File: src/rtl/lic_pkg.sv
package lic_pkg;
  localparam int unsigned MUX_LINES = 16;
  localparam int unsigned SEL_W     = 4;
  localparam int unsigned NCORE     = 2;

  typedef enum logic [3:0] {
    A_RISE = 4'd0,  A_FALL = 4'd1,  A_SWT  = 4'd2,
    A_IM0  = 4'd3,  A_EM0  = 4'd4,  A_PD0  = 4'd5,
    A_IM1  = 4'd6,  A_EM1  = 4'd7,  A_PD1  = 4'd8,
    A_SEL0 = 4'd12, A_SEL1 = 4'd13, A_SEL2 = 4'd14, A_SEL3 = 4'd15
  } reg_addr_e;
endpackage

File: src/rtl/lic_edge.sv
module lic_edge #(
  parameter int unsigned W = 4
) (
  input  logic         clk_i,
  input  logic         rst_ni,
  input  logic [W-1:0] async_i,
  output logic [W-1:0] rise_o,
  output logic [W-1:0] fall_o
);
  logic [W-1:0] s1_q, s2_q, d_q;

  always_ff @(posedge clk_i or negedge rst_ni) begin
    if (!rst_ni) begin
      s1_q <= '0;
      s2_q <= '0;
      d_q  <= '0;
    end else begin
      s1_q <= async_i;
      s2_q <= s1_q;
      d_q  <= s2_q;
    end
  end

  assign rise_o = s2_q & ~d_q;
  assign fall_o = ~s2_q & d_q;

  // a rise seen now needs the raw input high two edges earlier
  assert_sync_depth_R2: assert property (@(posedge clk_i) disable iff (!rst_ni)
    (rise_o & ~$past(async_i, 2)) == '0);
endmodule

File: src/rtl/lic_portmux.sv
module lic_portmux
  import lic_pkg::*;
#(
  parameter int unsigned N_LINES = 20,
  parameter int unsigned N_PORTS = 4
) (
  input  logic [MUX_LINES*N_PORTS-1:0] gpio_i,
  input  logic [N_LINES-MUX_LINES-1:0] ext_i,
  input  logic [MUX_LINES*SEL_W-1:0]   sel_i,
  output logic [N_LINES-1:0]           line_o
);
  for (genvar n = 0; n < MUX_LINES; n++) begin : g_mux
    always_comb begin
      line_o[n] = 1'b0;
      for (int p = 0; p < N_PORTS; p++) begin
        if (sel_i[n*SEL_W +: SEL_W] == SEL_W'(p)) line_o[n] = gpio_i[p*MUX_LINES + n];
      end
    end
  end

  assign line_o[N_LINES-1:MUX_LINES] = ext_i;
endmodule

File: src/rtl/lic_core_gate.sv
module lic_core_gate #(
  parameter int unsigned N_LINES = 20
) (
  input  logic               clk_i,
  input  logic               rst_ni,
  input  logic [N_LINES-1:0] trig_i,
  input  logic [N_LINES-1:0] clr_i,
  input  logic [N_LINES-1:0] imask_i,
  input  logic [N_LINES-1:0] emask_i,
  output logic [N_LINES-1:0] pend_o,
  output logic [N_LINES-1:0] irq_o,
  output logic [N_LINES-1:0] evt_o
);
  logic [N_LINES-1:0] pend_q, set_w;

  assign set_w = trig_i & imask_i;

  always_ff @(posedge clk_i or negedge rst_ni) begin
    if (!rst_ni) pend_q <= '0;
    else         pend_q <= (pend_q & ~clr_i) | set_w;  // set beats clear
  end

  assign pend_o = pend_q;
  assign irq_o  = pend_q & imask_i;
  assign evt_o  = trig_i & emask_i;

  assert_w1c_R5: assert property (@(posedge clk_i) disable iff (!rst_ni)
    |(clr_i & ~trig_i) |=> (pend_q & $past(clr_i & ~trig_i)) == '0);

  assert_set_wins_R6: assert property (@(posedge clk_i) disable iff (!rst_ni)
    |(trig_i & imask_i) |=> (pend_q & $past(trig_i & imask_i)) == $past(trig_i & imask_i));

  assert_unmasked_keep_R4: assert property (@(posedge clk_i) disable iff (!rst_ni)
    (pend_q & ~$past(pend_q) & ~$past(imask_i)) == '0);
endmodule

File: src/rtl/line_irq_ctrl.sv
module line_irq_ctrl
  import lic_pkg::*;
#(
  parameter int unsigned N_LINES   = 20,
  parameter int unsigned N_PORTS   = 4,
  parameter logic [31:0] EVT_LINES = 32'h0000_FFFF
) (
  input  logic                         clk_i,
  input  logic                         rst_ni,
  input  logic                         we_i,
  input  logic [3:0]                   addr_i,
  input  logic [31:0]                  wdata_i,
  output logic [31:0]                  rdata_o,
  input  logic [MUX_LINES*N_PORTS-1:0] gpio_i,
  input  logic [N_LINES-MUX_LINES-1:0] ext_i,
  output logic [N_LINES-1:0]           irq0_o,
  output logic [N_LINES-1:0]           irq1_o,
  output logic [N_LINES-1:0]           evt0_o,
  output logic [N_LINES-1:0]           evt1_o
);
  localparam logic [N_LINES-1:0] EVT_MASK = EVT_LINES[N_LINES-1:0];

  logic [N_LINES-1:0] rise_en_q, fall_en_q;
  logic [N_LINES-1:0] im_q [NCORE];
  logic [N_LINES-1:0] em_q [NCORE];
  logic [MUX_LINES-1:0][SEL_W-1:0] sel_q;
  logic [MUX_LINES*SEL_W-1:0] sel_flat;
  logic [N_LINES-1:0] wl, line_w, rise_w, fall_w, sw_w, trig_w;
  logic [N_LINES-1:0] clr_w [NCORE];
  logic [N_LINES-1:0] pend_w [NCORE];
  logic [N_LINES-1:0] irq_w [NCORE];
  logic [N_LINES-1:0] evt_w [NCORE];

  assign wl = wdata_i[N_LINES-1:0];

  always_ff @(posedge clk_i or negedge rst_ni) begin
    if (!rst_ni) begin
      rise_en_q <= '0;
      fall_en_q <= '0;
      im_q      <= '{default: '0};
      em_q      <= '{default: '0};
      sel_q     <= '0;
    end else if (we_i) begin
      case (addr_i)
        A_RISE: rise_en_q <= wl;
        A_FALL: fall_en_q <= wl;
        A_IM0:  im_q[0]   <= wl;
        A_IM1:  im_q[1]   <= wl;
        A_EM0:  em_q[0]   <= wl & EVT_MASK;
        A_EM1:  em_q[1]   <= wl & EVT_MASK;
        A_SEL0, A_SEL1, A_SEL2, A_SEL3:
          for (int j = 0; j < 4; j++) sel_q[{addr_i[1:0], 2'(j)}] <= wdata_i[4*j +: 4];
        default: ;
      endcase
    end
  end

  for (genvar n = 0; n < MUX_LINES; n++) begin : g_flat
    assign sel_flat[n*SEL_W +: SEL_W] = sel_q[n];
  end

  lic_portmux #(.N_LINES(N_LINES), .N_PORTS(N_PORTS)) u_mux (
    .gpio_i(gpio_i), .ext_i(ext_i), .sel_i(sel_flat), .line_o(line_w)
  );

  lic_edge #(.W(N_LINES)) u_edge (
    .clk_i(clk_i), .rst_ni(rst_ni), .async_i(line_w), .rise_o(rise_w), .fall_o(fall_w)
  );

  assign sw_w     = (we_i && addr_i == A_SWT) ? wl : '0;
  assign clr_w[0] = (we_i && addr_i == A_PD0) ? wl : '0;
  assign clr_w[1] = (we_i && addr_i == A_PD1) ? wl : '0;
  assign trig_w   = (rise_w & rise_en_q) | (fall_w & fall_en_q) | sw_w;

  for (genvar c = 0; c < NCORE; c++) begin : g_core
    lic_core_gate #(.N_LINES(N_LINES)) u_gate (
      .clk_i(clk_i), .rst_ni(rst_ni), .trig_i(trig_w), .clr_i(clr_w[c]),
      .imask_i(im_q[c]), .emask_i(em_q[c]),
      .pend_o(pend_w[c]), .irq_o(irq_w[c]), .evt_o(evt_w[c])
    );
  end

  assign irq0_o = irq_w[0];
  assign irq1_o = irq_w[1];
  assign evt0_o = evt_w[0];
  assign evt1_o = evt_w[1];

  always_comb begin
    rdata_o = '0;
    case (addr_i)
      A_RISE: rdata_o[N_LINES-1:0] = rise_en_q;
      A_FALL: rdata_o[N_LINES-1:0] = fall_en_q;
      A_IM0:  rdata_o[N_LINES-1:0] = im_q[0];
      A_IM1:  rdata_o[N_LINES-1:0] = im_q[1];
      A_EM0:  rdata_o[N_LINES-1:0] = em_q[0];
      A_EM1:  rdata_o[N_LINES-1:0] = em_q[1];
      A_PD0:  rdata_o[N_LINES-1:0] = pend_w[0];
      A_PD1:  rdata_o[N_LINES-1:0] = pend_w[1];
      A_SEL0, A_SEL1, A_SEL2, A_SEL3:
        for (int j = 0; j < 4; j++) rdata_o[4*j +: 4] = sel_q[{addr_i[1:0], 2'(j)}];
      default: ;
    endcase
  end

  assert_evt_capable_R9: assert property (@(posedge clk_i) disable iff (!rst_ni)
    ((evt0_o | evt1_o) & ~EVT_MASK) == '0);

  assert_swtrig_R7: assert property (@(posedge clk_i) disable iff (!rst_ni)
    (we_i && addr_i == A_SWT) |=> (pend_w[0] & $past(wl & im_q[0])) == $past(wl & im_q[0]));
endmodule

File: config.mk
export PLATFORM = sky130hd
export DESIGN_NAME = line_irq_ctrl
export DESIGN_NICKNAME = d
export VERILOG_FILES = /design/src/rtl/lic_pkg.sv /design/src/rtl/lic_edge.sv /design/src/rtl/lic_portmux.sv /design/src/rtl/lic_core_gate.sv /design/src/rtl/line_irq_ctrl.sv
export SDC_FILE = /design/constraint.sdc
export NUM_CORES = 1
export LEC_CHECK = 0
export ABC_CLOCK_PERIOD_IN_PS = 2390
export CORE_ASPECT_RATIO = 0.75
export CORE_MARGIN = 2
export CORE_UTILIZATION = 54
export CTS_CLUSTER_DIAMETER = 150
export DETAILED_ROUTE_END_ITERATION = 16
export MAX_ROUTING_LAYER = met4
export PLACE_DENSITY_LB_ADDON = 0.1
export SLEW_MARGIN = 20
export SYNTH_ARGS = -nofsm -noshare
export SYNTH_HDL_FRONTEND = slang
export SYNTH_SLANG_ARGS = --single-unit
File: constraint.sdc
create_clock -name clk_i -period 2.39 [get_ports clk_i]
set_input_delay 0.478 -clock clk_i [delete_from_list [all_inputs] [get_ports clk_i]]
set_output_delay 0.478 -clock clk_i [all_outputs]
set_load 0.005 [all_outputs]
==> run metrics <==
total gr overflow=0; proportion of synthesized flip-flops having asynchronous set or reset=between 90% and 100%; count of final max-slew check failures=0; leading post-synthesis cells by instance count=276 x sky130_fd_sc_hd__dfrtp_1, 145 x sky130_fd_sc_hd__mux2_2, 118 x sky130_fd_sc_hd__nand2_1; post-layout min period=between 2 and 2.5 ns; final clock period utilization by the worst path=104.0%; effective utilization at floorplan=a little over half; Max VDD drop=between 600 and 700 uV; clock insertion delay at the later pin of the skew report=between 0.5 and 0.6 ns; Worst Setup Start Kind=input port; first-pass detailed-route iteration total=5; sequential share of the synthesized area=a little over half; area share of the largest cell type after synthesis=between 50% and 60%; number of vias per cell after detailed routing=around 6.1; antenna viol nets, final=0; count of warnings emitted by yosys=0; leakage power total=~8.2 nW; kind of critical path=input port to primary output; worst slew slack as a fraction of its limit=46.78%; total wire length=about 42 mm; Die W=approximately 180 um; clock tree from TritonCTS=built; CTS H-tree lvls=1; Primary FF master, synth=sky130_fd_sc_hd__dfrtp_1; routability cong.=between 0.9 and 1; number of global-route vias before repair=10,920; Cell Count, Final, Fillers Out=between 1,500 and 2,000; cell accounting for the most synthesized area=sky130_fd_sc_hd__dfrtp_1; placed wire-length estimate=~28 mm; number of standard cells after synthesis=approximately 1,100; most instantiated library cell after synthesis=sky130_fd_sc_hd__dfrtp_1; First DRT Iteration DRCs=roughly 1,000; die extent in y=around 140 um; status=finished, violations left; per-instance average area after synthesis=roughly 12 um^2; final cell utilization of the core=76.77%; total clock buffers created by CTS=28; largest net degree at the start of global routing=73; root buffer selected by CTS=sky130_fd_sc_hd__clkbuf_16; endpoint type of the worst setup path=primary output; Max Freq=around 400 MHz; max-cap violations=0; overall global routing resource usage=around 34%; maximum buffer depth of the clock tree=3; global-route wire length before repair=63.98 mm; synthesis-stage register bit count=approximately 280; number of rows created at floorplan=between 40 and 50; number of placed I/O pins=219; Total Die Area=approximately 25,000 um^2; Setup-failing EPs final=20; Placeable Area=23,850 um^2; input/output buffers=~190; clock transition at the register clock pins on the worst setup and hold paths after CTS=around 0.07 ns; violations in the final reports=negative setup slack; count of cell types in the netlist=49; final hold slack=around 0.34 ns; wire length per cell after detailed routing=roughly 24 um; slew at the pin closest to its max-slew limit=a little under 0.8 ns; summed instance area of the synthesized netlist=13,020 um^2; post-layout power=about 0.016 W; cell types occupying the most area after synthesis=sky130_fd_sc_hd__dfrtp_1 53%, sky130_fd_sc_hd__mux2_2 13%, sky130_fd_sc_hd__a22o_1 3.8%; setup slack of the critical path after layout=-0.09617 ns; number of nets in the finished design=about 1,600; placed cell count=between 1,500 and 2,000; Setup TNS Final=-0.9012 ns; CTS Sinks=276; vias after detailed routing=~11,000; largest clock skew in the final design=0.009664 ns; critical path required time=between 1.5 and 2 ns; Power Dens Cells=a little under 900 nW/um^2; number of enable-type register cells in the synthesized netlist=0; worst min-delay path category=flip-flop to flip-flop; final hold violation count=0; layout cell share with drive strength beyond 1=a little under two fifths; initial antenna violation count=0; unrepaired setup endpoints after global routing=true; area added between synthesis and finish=40.61%; critical path fanouts, max=4; DR DRC count=0; Crit path arrival time=around 2 ns
## metal layers
layer / GRT usage (%) / wire [um] / up-vias
li1: - / - / 4648
met1: 48.17 / 17460 / 5453
met2: 48.98 / 18720 / 642
met3: 9.326 / 4642 / 93
met4: 9.263 / 1092 / 0
met5: - / 0 / -
## power by group
group	internal [W]	switching, W
clock network	0.00260	0.00192
registers	0.00592	0.00117
logic	0.00265	0.00166
total	0.0112	0.00474
## area by class of cell
class                      count  area, um^2
tap                          306       382.9
sequential                   276        6908
fill                        1531        5540
inverter                      20       75.07
clock inverter                13       137.6
timing repair buffer         400        3865
clock buffer                  38       809.5
multi-input combinational    717        6128
antenna                        1       2.502
## cell usage in the layout (no fill, tap or decap), drive strengths merged, types with 22 or more instances in the layout
| cell | count |
|---|---|
| nand2 | 119 |
| a22o | 56 |
| clkdlybuf4s50 | 128 |
| buf | 258 |
| dfrtp | 276 |
| nand3b | 22 |
| clkbuf | 41 |
| nor2b | 25 |
| and2 | 74 |
| mux2i | 35 |
| mux2 | 155 |
| nor2 | 26 |
| o21ai | 41 |
## cells by family (layout without fill, tap and decap cells)
kind of cell	Yosys count	after routing	share of synthesized area, %
AO/OA/AOI/OAI	212	212	12.51
flip-flops	276	276	53.04
buffers and inverters	111	471	4.372
multiplexers	205	205	18.69
other	1	21	0.02880
AND/OR/NAND/NOR	280	280	11.36
## through the flow
step                worst slack [ns]  cell area [um^2]
floorplan                     0.2510             13090
global placement             -0.8417             16180
detailed placement           -0.8528             16180
CTS                          -0.2138             18050
global route                 -0.1445             18310
finish                      -0.09617             18310
## path summary, 6_finish.rpt
check                           depth (start not counted)  slack (ns)       startpoint                          end
min in group asynchronous                               2        0.50           rst_ni                     im_q[22]
worst max register to register                          7        0.74  u_edge.s2_q[11]  g_core[0].u_gate.pend_o[11]
max in group asynchronous                               3        1.12           rst_ni              u_edge.s2_q[17]
worst min-delay path                                    0        0.34  u_edge.s1_q[10]              u_edge.s2_q[10]
worst min register to register                          0        0.34  u_edge.s1_q[10]              u_edge.s2_q[10]
worst max-delay path                                   10        -0.1        addr_i[3]                    evt0_o[5]
## worst max-delay path: stages
cell and delay, ns:
sky130_fd_sc_hd__buf_8 0.11, sky130_fd_sc_hd__buf_12 0.13, sky130_fd_sc_hd__nor3b_4 0.26, sky130_fd_sc_hd__nand2b_4 0.14, sky130_fd_sc_hd__buf_12 0.17, sky130_fd_sc_hd__buf_8 0.14
sky130_fd_sc_hd__o221ai_2 0.16, sky130_fd_sc_hd__buf_4 0.16, sky130_fd_sc_hd__and2_4 0.16, sky130_fd_sc_hd__buf_6 0.09
## sequential cells by signal, indices dropped and copies added (netlist names), 32 cells and up
register,count
sel_flat,64
g_core.u_gate.pend_o,40
em_q,32
im_q,40
## what timing repair did
item / 4_1_cts / 5_1_grt
hold buffers: 1 / 0
pin swaps: 74 / 50
buffers inserted: 55 / 27
endpoints found under the setup margin: 52 / 44
gates resized for setup: 320 / 51
cloned: 2 / 1
hold endpoints to repair: 65 / 0
Power figures use the tool's default switching activity.
